==> src/rtl/shot_score_pkg.sv <==
package shot_score_pkg;

   typedef enum logic [1:0] {
      SHOT_NONE  = 2'd0,
      SHOT_BANK  = 2'd1,
      SHOT_SWISH = 2'd2,
      SHOT_MISS  = 2'd3
   } shot_kind_e;

   function automatic int score_width(input int win_total);
      return $clog2(win_total + 1);
   endfunction

endpackage

==> src/rtl/shot_classify.sv <==
module shot_classify
   import shot_score_pkg::*;
(
   input  logic       valid_i,
   input  logic       board_i,
   input  logic       rim_i,
   output shot_kind_e kind_o
);

   always_comb begin
      kind_o = SHOT_NONE;
      if (valid_i) begin
         unique case ({board_i, rim_i})
            2'b11:   kind_o = SHOT_BANK;
            2'b01:   kind_o = SHOT_SWISH;
            2'b10:   kind_o = SHOT_MISS;
            default: kind_o = SHOT_NONE;
         endcase
      end
   end

endmodule

==> src/rtl/score_step.sv <==
module score_step
   import shot_score_pkg::*;
#(
   parameter int WIN_SCORE = 3,
   parameter int SCORE_W   = score_width(WIN_SCORE)
) (
   input  logic [SCORE_W-1:0] cur_i,
   input  shot_kind_e         kind_i,
   output logic [SCORE_W-1:0] nxt_o
);

   localparam logic [SCORE_W:0]   WIN_WIDE = (SCORE_W+1)'(WIN_SCORE);
   localparam logic [SCORE_W-1:0] WIN_V    = SCORE_W'(WIN_SCORE);

   logic [SCORE_W:0] cur_wide;
   logic [SCORE_W:0] sum;

   assign cur_wide = {1'b0, cur_i};

   always_comb begin
      sum = cur_wide;
      unique case (kind_i)
         SHOT_BANK:  sum = cur_wide + (SCORE_W+1)'(1);
         SHOT_SWISH: sum = cur_wide + (SCORE_W+1)'(2);
         SHOT_MISS:  sum = (cur_wide == '0) ? '0 : cur_wide - (SCORE_W+1)'(1);
         default:    sum = cur_wide;
      endcase
   end

   always_comb begin
      if (cur_wide >= WIN_WIDE)
         nxt_o = cur_i;
      else if (sum >= WIN_WIDE)
         nxt_o = WIN_V;
      else
         nxt_o = sum[SCORE_W-1:0];
   end

endmodule

==> src/rtl/shot_score_ctrl.sv <==
module shot_score_ctrl
   import shot_score_pkg::*;
#(
   parameter int WIN_SCORE = 3,
   parameter bit WIN_FLOP  = 1'b1,
   parameter int SCORE_W   = score_width(WIN_SCORE)
) (
   input  logic               clk_i,
   input  logic               rst_i,
   input  logic               new_game_i,
   input  logic               shot_done_i,
   input  logic               board_i,
   input  logic               rim_i,
   output logic [SCORE_W-1:0] score_o,
   output logic               win_o
);

   localparam logic [SCORE_W-1:0] WIN_V = SCORE_W'(WIN_SCORE);

   if (WIN_SCORE < 2) begin : g_bad_win
      $error("shot_score_ctrl: WIN_SCORE must be at least 2");
   end
   if (SCORE_W != score_width(WIN_SCORE)) begin : g_bad_width
      $error("shot_score_ctrl: SCORE_W does not match WIN_SCORE");
   end

   shot_kind_e         kind;
   logic [SCORE_W-1:0] score_q;
   logic [SCORE_W-1:0] score_d;
   logic               clear;

   assign clear = rst_i | new_game_i;

   shot_classify i_classify (
      .valid_i (shot_done_i),
      .board_i (board_i),
      .rim_i   (rim_i),
      .kind_o  (kind)
   );

   score_step #(
      .WIN_SCORE (WIN_SCORE),
      .SCORE_W   (SCORE_W)
   ) i_step (
      .cur_i  (score_q),
      .kind_i (kind),
      .nxt_o  (score_d)
   );

   always_ff @(posedge clk_i) begin
      if (clear)
         score_q <= '0;
      else
         score_q <= score_d;
   end

   if (WIN_FLOP) begin : g_win_reg
      logic win_q;
      always_ff @(posedge clk_i) begin
         if (clear)
            win_q <= 1'b0;
         else
            win_q <= (score_d == WIN_V);
      end
      assign win_o = win_q;
   end else begin : g_win_dec
      assign win_o = (score_q == WIN_V);
   end

   assign score_o = score_q;

endmodule

==> config.mk <==
export PLATFORM = sky130hd
export DESIGN_NAME = shot_score_ctrl
export DESIGN_NICKNAME = d
export VERILOG_FILES = /design/src/rtl/shot_score_pkg.sv /design/src/rtl/shot_classify.sv /design/src/rtl/score_step.sv /design/src/rtl/shot_score_ctrl.sv
export SDC_FILE = /design/constraint.sdc
export NUM_CORES = 1
export LEC_CHECK = 0
export ABC_AREA = 1
export BUFFER_PORTS_ARGS = -buffer_cell sky130_fd_sc_hd__buf_2
export CAP_MARGIN = 20
export CORE_AREA = 2 2 39 41
export DETAILED_ROUTE_END_ITERATION = 8
export DIE_AREA = 0 0 41 43
export GPL_ROUTABILITY_DRIVEN = 0
export GPL_TIMING_DRIVEN = 0
export PLACE_DENSITY_LB_ADDON = 0.1
export SETUP_SLACK_MARGIN = 0.1
export SYNTH_ARGS = -nofsm -noshare
export SYNTH_HDL_FRONTEND = slang
export SYNTH_SLANG_ARGS = --single-unit
==> constraint.sdc <==
create_clock -name clk_i -period 1.5 [get_ports clk_i]
set_clock_uncertainty 0.1 [all_clocks]
set_input_delay 0.225 -clock clk_i [delete_from_list [all_inputs] [get_ports clk_i]]
set_output_delay 0.225 -clock clk_i [all_outputs]
set_load 0.1 [all_outputs]
# After elaboration in Yosys (flattened, before gate mapping)
# Cells that the tools add are included.
# totals
regBits	3
latchBits	0
mem_bits_rw	0
rom_bits	0
in_bits	6
output_inout_bits	3
elab_cells	22
n_memories	0
# op_classes
addsub	3
mul	0
n_div	0
magnitude_cmp	2
n_eq_ne	7
shifts	0
muxes	6
bitwise_logic	1
n_reduce_logical	1
# ops
operator	count
2-bit == test, second input constant	5
3-bit case mux with 3 select lines	1
2-bit two-way mux	3
2-bit case mux with 3 select lines	1
2-bit by 1-bit == test with 1-bit output, second input constant	2
2-bit by 1-bit adder with 3-bit output, second input constant	1
2-bit by 2-bit adder with 3-bit output, second input constant	1
3-bit by 2-bit >= comparator with 1-bit output, second input constant	1
3-bit logical NOT	1
3-bit two-way mux	1
2-bit by 1-bit subtractor with 3-bit output, second input constant	1
2-bit >= comparator, second input constant	1
1-bit bitwise OR	1

# Depth between registers and ports, before layout
# depth
word_depth	9
depth_mapped	11
depth_no_buf	11

# Cells and area by module
# Synthesis repeated with hierarchy kept, for this count alone.
# hier_totals
cells_unflattened	53
area_unflattened_um2	336.6
# by_module_without_submodules
module	instances	cells_per_inst	area_per_inst_um2	seq_area_each_um2
score_step	1	35	217.7	0.0
shot_score_ctrl	1	12	96.3	60.1
shot_classify	1	6	22.5	0.0

# Worst setup path after synthesis
# Ideal clock, no wire load.
# synth_timing
path_type	register to register
start	register score_q[0], in the netlist score_o[0]
end	register g_win_reg.win_q, in the netlist win_o
setup_ns	0.112
arrival_ns	1.948
t_required_ns	1.288
setup_slack_ns	-0.660
path_stages_with_launch	11
path_buffers	0
synth_period_minus_slack_ns	2.160
path_cell_list	dfxtp_1 > inv_1 > ha_1 > inv_1 > nor2_1 > nand3_1 > nand2_1 > nor2_1 > nand3_1 > nand2_1 > nor2_1
# synth_via
elab_chain_cells	7
word_cells_on_any_way	11
classes_between	3 x add/sub; 2 x order compare; 1 x eq/ne; 4 x mux; 1 x reduce/logical
# synth_lines
item	line_no	rtl
from (decl)	shot_score_ctrl.sv:28	logic [SCORE_W-1:0] score_q;
from (signal assigned)	shot_score_ctrl.sv:54	score_q <= score_d;
2-bit by 1-bit subtractor with 3-bit output / 3-bit logical NOT (equally long branches)	score_step.sv:25	SHOT_MISS: sum = (cur_wide == '0) ? '0 : cur_wide - (SCORE_W+1)'(1);
3-bit two-way mux	score_step.sv:25	
3-bit case mux with 3 select lines	score_step.sv:22	unique case (kind_i)
3-bit by 2-bit >= comparator with 1-bit output	score_step.sv:33	else if (sum >= WIN_WIDE)
2-bit two-way mux	score_step.sv:33	
2-bit two-way mux (*)	score_step.sv:31	if (cur_wide >= WIN_WIDE)
2-bit == test (*)	shot_score_ctrl.sv:63	win_q <= (score_d == WIN_V);
to (signal assigned)	shot_score_ctrl.sv:63	
to (decl)	shot_score_ctrl.sv:58	logic win_q;
# Every way passes the cells marked *; elsewhere a longest branch is shown, timed or not.
# A chain may end at the register's enable or synchronous reset.

# Worst setup path in the final report
# layout_timing
start	register score_q[0], in the netlist score_o[0]
end	output port score_o[0]
# layout_lines
item	line_no	rtl
to (decl)	shot_score_ctrl.sv:14	output logic [SCORE_W-1:0] score_o,
# No word-level cell between the ends.

==> flow_summary.ini <==
[finish]
fin_util_pct = 34.0
area_delta_synth_final_pct = 41.9
nFillCells = 172
fin_area_sq_um = 470
drive_gt1_share_pct = 34.8
antenna_cells = 0
fin_nets = 83

[power]
intPower_mw = 0.218
p_clk_share_pct = 41.6
power_density_mw_per_mm2 = 704
ir_drop_v = 0.000378
p_leak_nw = 0.271
switchingPower_mw = 0.113
seqPwrFrac_pct = 26.6
p_sw_share_pct = 34.2
combPwrFrac_pct = 31.8

[placement]
dpl.hpwl_microns = 553
portBuffers = 8
dpl-instance-area_sq_um = 417

[setup_path]
critical_path_required_ns = 1.17
end_kind = output pin
slowest_stage = buf_2
r2r_slack_ns = 0.21
cp_data_arrival_time_ns = 1.04
crit_family = buffers and inverters
start_kind = register
crit_fanout = 5
slowest_delay_ns = 0.43
path_class = register to output pin
r2r_start = score_o[0]
crit_chain = buf_2
crit_buf_inv = 1
critPathLaunch = score_o[0]

[job]
max_cap_viol_count = 0

[worst_hold_path]
hold_path_class = input pin to register
holdCritStartpoint = rst_i

[clock_tree]
numCtsBuffers = 3
clock_sinks = 3
cts_hold_buf = 0
insertion_delay_ns = 0.23
cts_root_buf = clkbuf_4
clockBufferDepth = 2
cts_tree = built
clk_pin_slew_ns = 0.04
h-tree-depth = 1

[route]
drt-pass1-iter-count = 1
routed_wl_microns = 642
drc = 0
vias = 350
drt_first_iter_violations = 0
avgViaCountPerCell = 4.12
wl_per_cell_microns = 7.55
ant_nets = 0

[yosys]
avgSynthCellArea_sq_um = 6.03
ys.warnings.count = 0
seq_area_frac_synth_pct = 18.1
synthesis.nets = 68
ys_types = 11
synth-seq-cells = 3
syn_area_sq_um = 332
synth_cells = 55

[die]
die_w_microns = 41
io_pins = 9
dieArea_sq_mm = 0.00176
rows = 14
coreArea_sq_mm = 0.00138
die_y_microns = 43
start_util_pct = 24.0

[outcome]
status = finished clean

[global_route]
grt_pass1_wl_mm = 1.07
grt_max_degree = 7
overflow = 0
antenna_found_initial = 0
grt_pass1_vias = 293
grt_usage_pct = 8.93

[timing]
setup_viol = 0
max_freq_mhz = 731
rsz0062_at_grt = true
drv_slew = 0
slew_headroom_pct = 68.0
fin_crit_sh_pct = 91.2
hold_viol = 0
holdWs_ns = 0.137
period_minus_slack_ns = 1.37
worstMarginPinSlew_ns = 0.483
[kinds of logic after synthesis]
group	share of synthesized area, %
simple gates	40.0
buf+inv	12.5
fa+ha+maj	26.4
flops	18.1
compound gates	3.02
[cells in the final DEF (no fill, tap or decap), types with 2 or more instances in the layout]
| master | count |
|---|---|
| buf_2 | 7 |
| buf_4 | 2 |
| clkbuf_4 | 4 |
| dfxtp_4 | 2 |
| ha_1 | 5 |
| inv_1 | 7 |
| inv_2 | 2 |
| nand2_1 | 15 |
| nand3_1 | 6 |
| nor2_1 | 7 |
| nor2_2 | 3 |
[cell usage after synthesis, drive strengths merged]
cell | count | area share [%]
ha | 7 | 26
nand2 | 15 | 17
nand3 | 6 | 9.1
a21oi | 1 | 1.5
dfxtp | 3 | 18
nand4 | 1 | 1.9
inv | 11 | 12
nor2 | 10 | 12
o21ai | 1 | 1.5
[area by class of cell]
class	count	area (sq um)	area share (%)
clock buffers	4	26.3	5.59
inverters	11	48.8	10.4
multi-input cells	41	250	53.2
flip-flops and latches	3	67.6	14.4
well taps	16	20.0	4.26
repair buffers	10	57.6	12.2
[flip-flops by register name, summed over array words and instances (netlist names)]
name / count
win_o: 1
score_o: 2
[per-stage QoR]
step | worst slack [ns] | power [mW] | std cells | TNS, ns
3_5_place_dp | 0.00139 | 0.189 | 79 | 0
5_1_grt | 0.0803 | 0.367 | 85 | 0
6_report | 0.132 | 0.331 | 85 | 0
4_1_cts | 0.120 | 0.333 | 83 | 0
3_3_place_gp | -0.00748 | 0.189 | 79 | -0.00748
2_1_floorplan | 0.0268 | 0.166 | 55 | 0
[per-layer routing]
| metal | GRT usage [%] | wire, microns | vias up |
|---|---|---|---|
| li1 | - | - | 199 |
| met1 | 10.3 | 287 | 147 |
| met2 | 14.1 | 343 | 4 |
| met3 | 1.57 | 10 | 0 |
| met4 | 6.00 | 0 | 0 |
| met5 | 0 | 0 | - |
[final timing paths]
| path | end | cells past startpoint |
|---|---|---|
| max | score_o[0] | 1 |
| min | score_o[1] | 4 |
| max reg2reg | win_o | 10 |
| min reg2reg | score_o[0] | 4 |
[power by group through the flow]
| stage | clock network, mW | logic [mW] | registers (mW) |
|---|---|---|---|
| 6_report | 0.138 | 0.105 | 0.0880 |
| 2_1_floorplan | 0 | 0.0534 | 0.112 |
| 4_1_cts | 0.145 | 0.100 | 0.0880 |
| 3_5_place_dp | 0 | 0.0997 | 0.0891 |
| 5_1_grt | 0.157 | 0.120 | 0.0892 |
| 3_3_place_gp | 0 | 0.0997 | 0.0894 |
[tightest hold or removal path, delay by kind of cell]
kind	cells	cell delay (ns)
buf+inv	2	0.13
simple gates	2	0.07
[repair_timing]
item	4_1_cts	5_1_grt
endpoints found under the hold margin	0	0
buffers inserted	0	2
setup endpoints to repair	0	4
resized for setup	0	6
No activity file was read; power rests on OpenSTA's default activity.
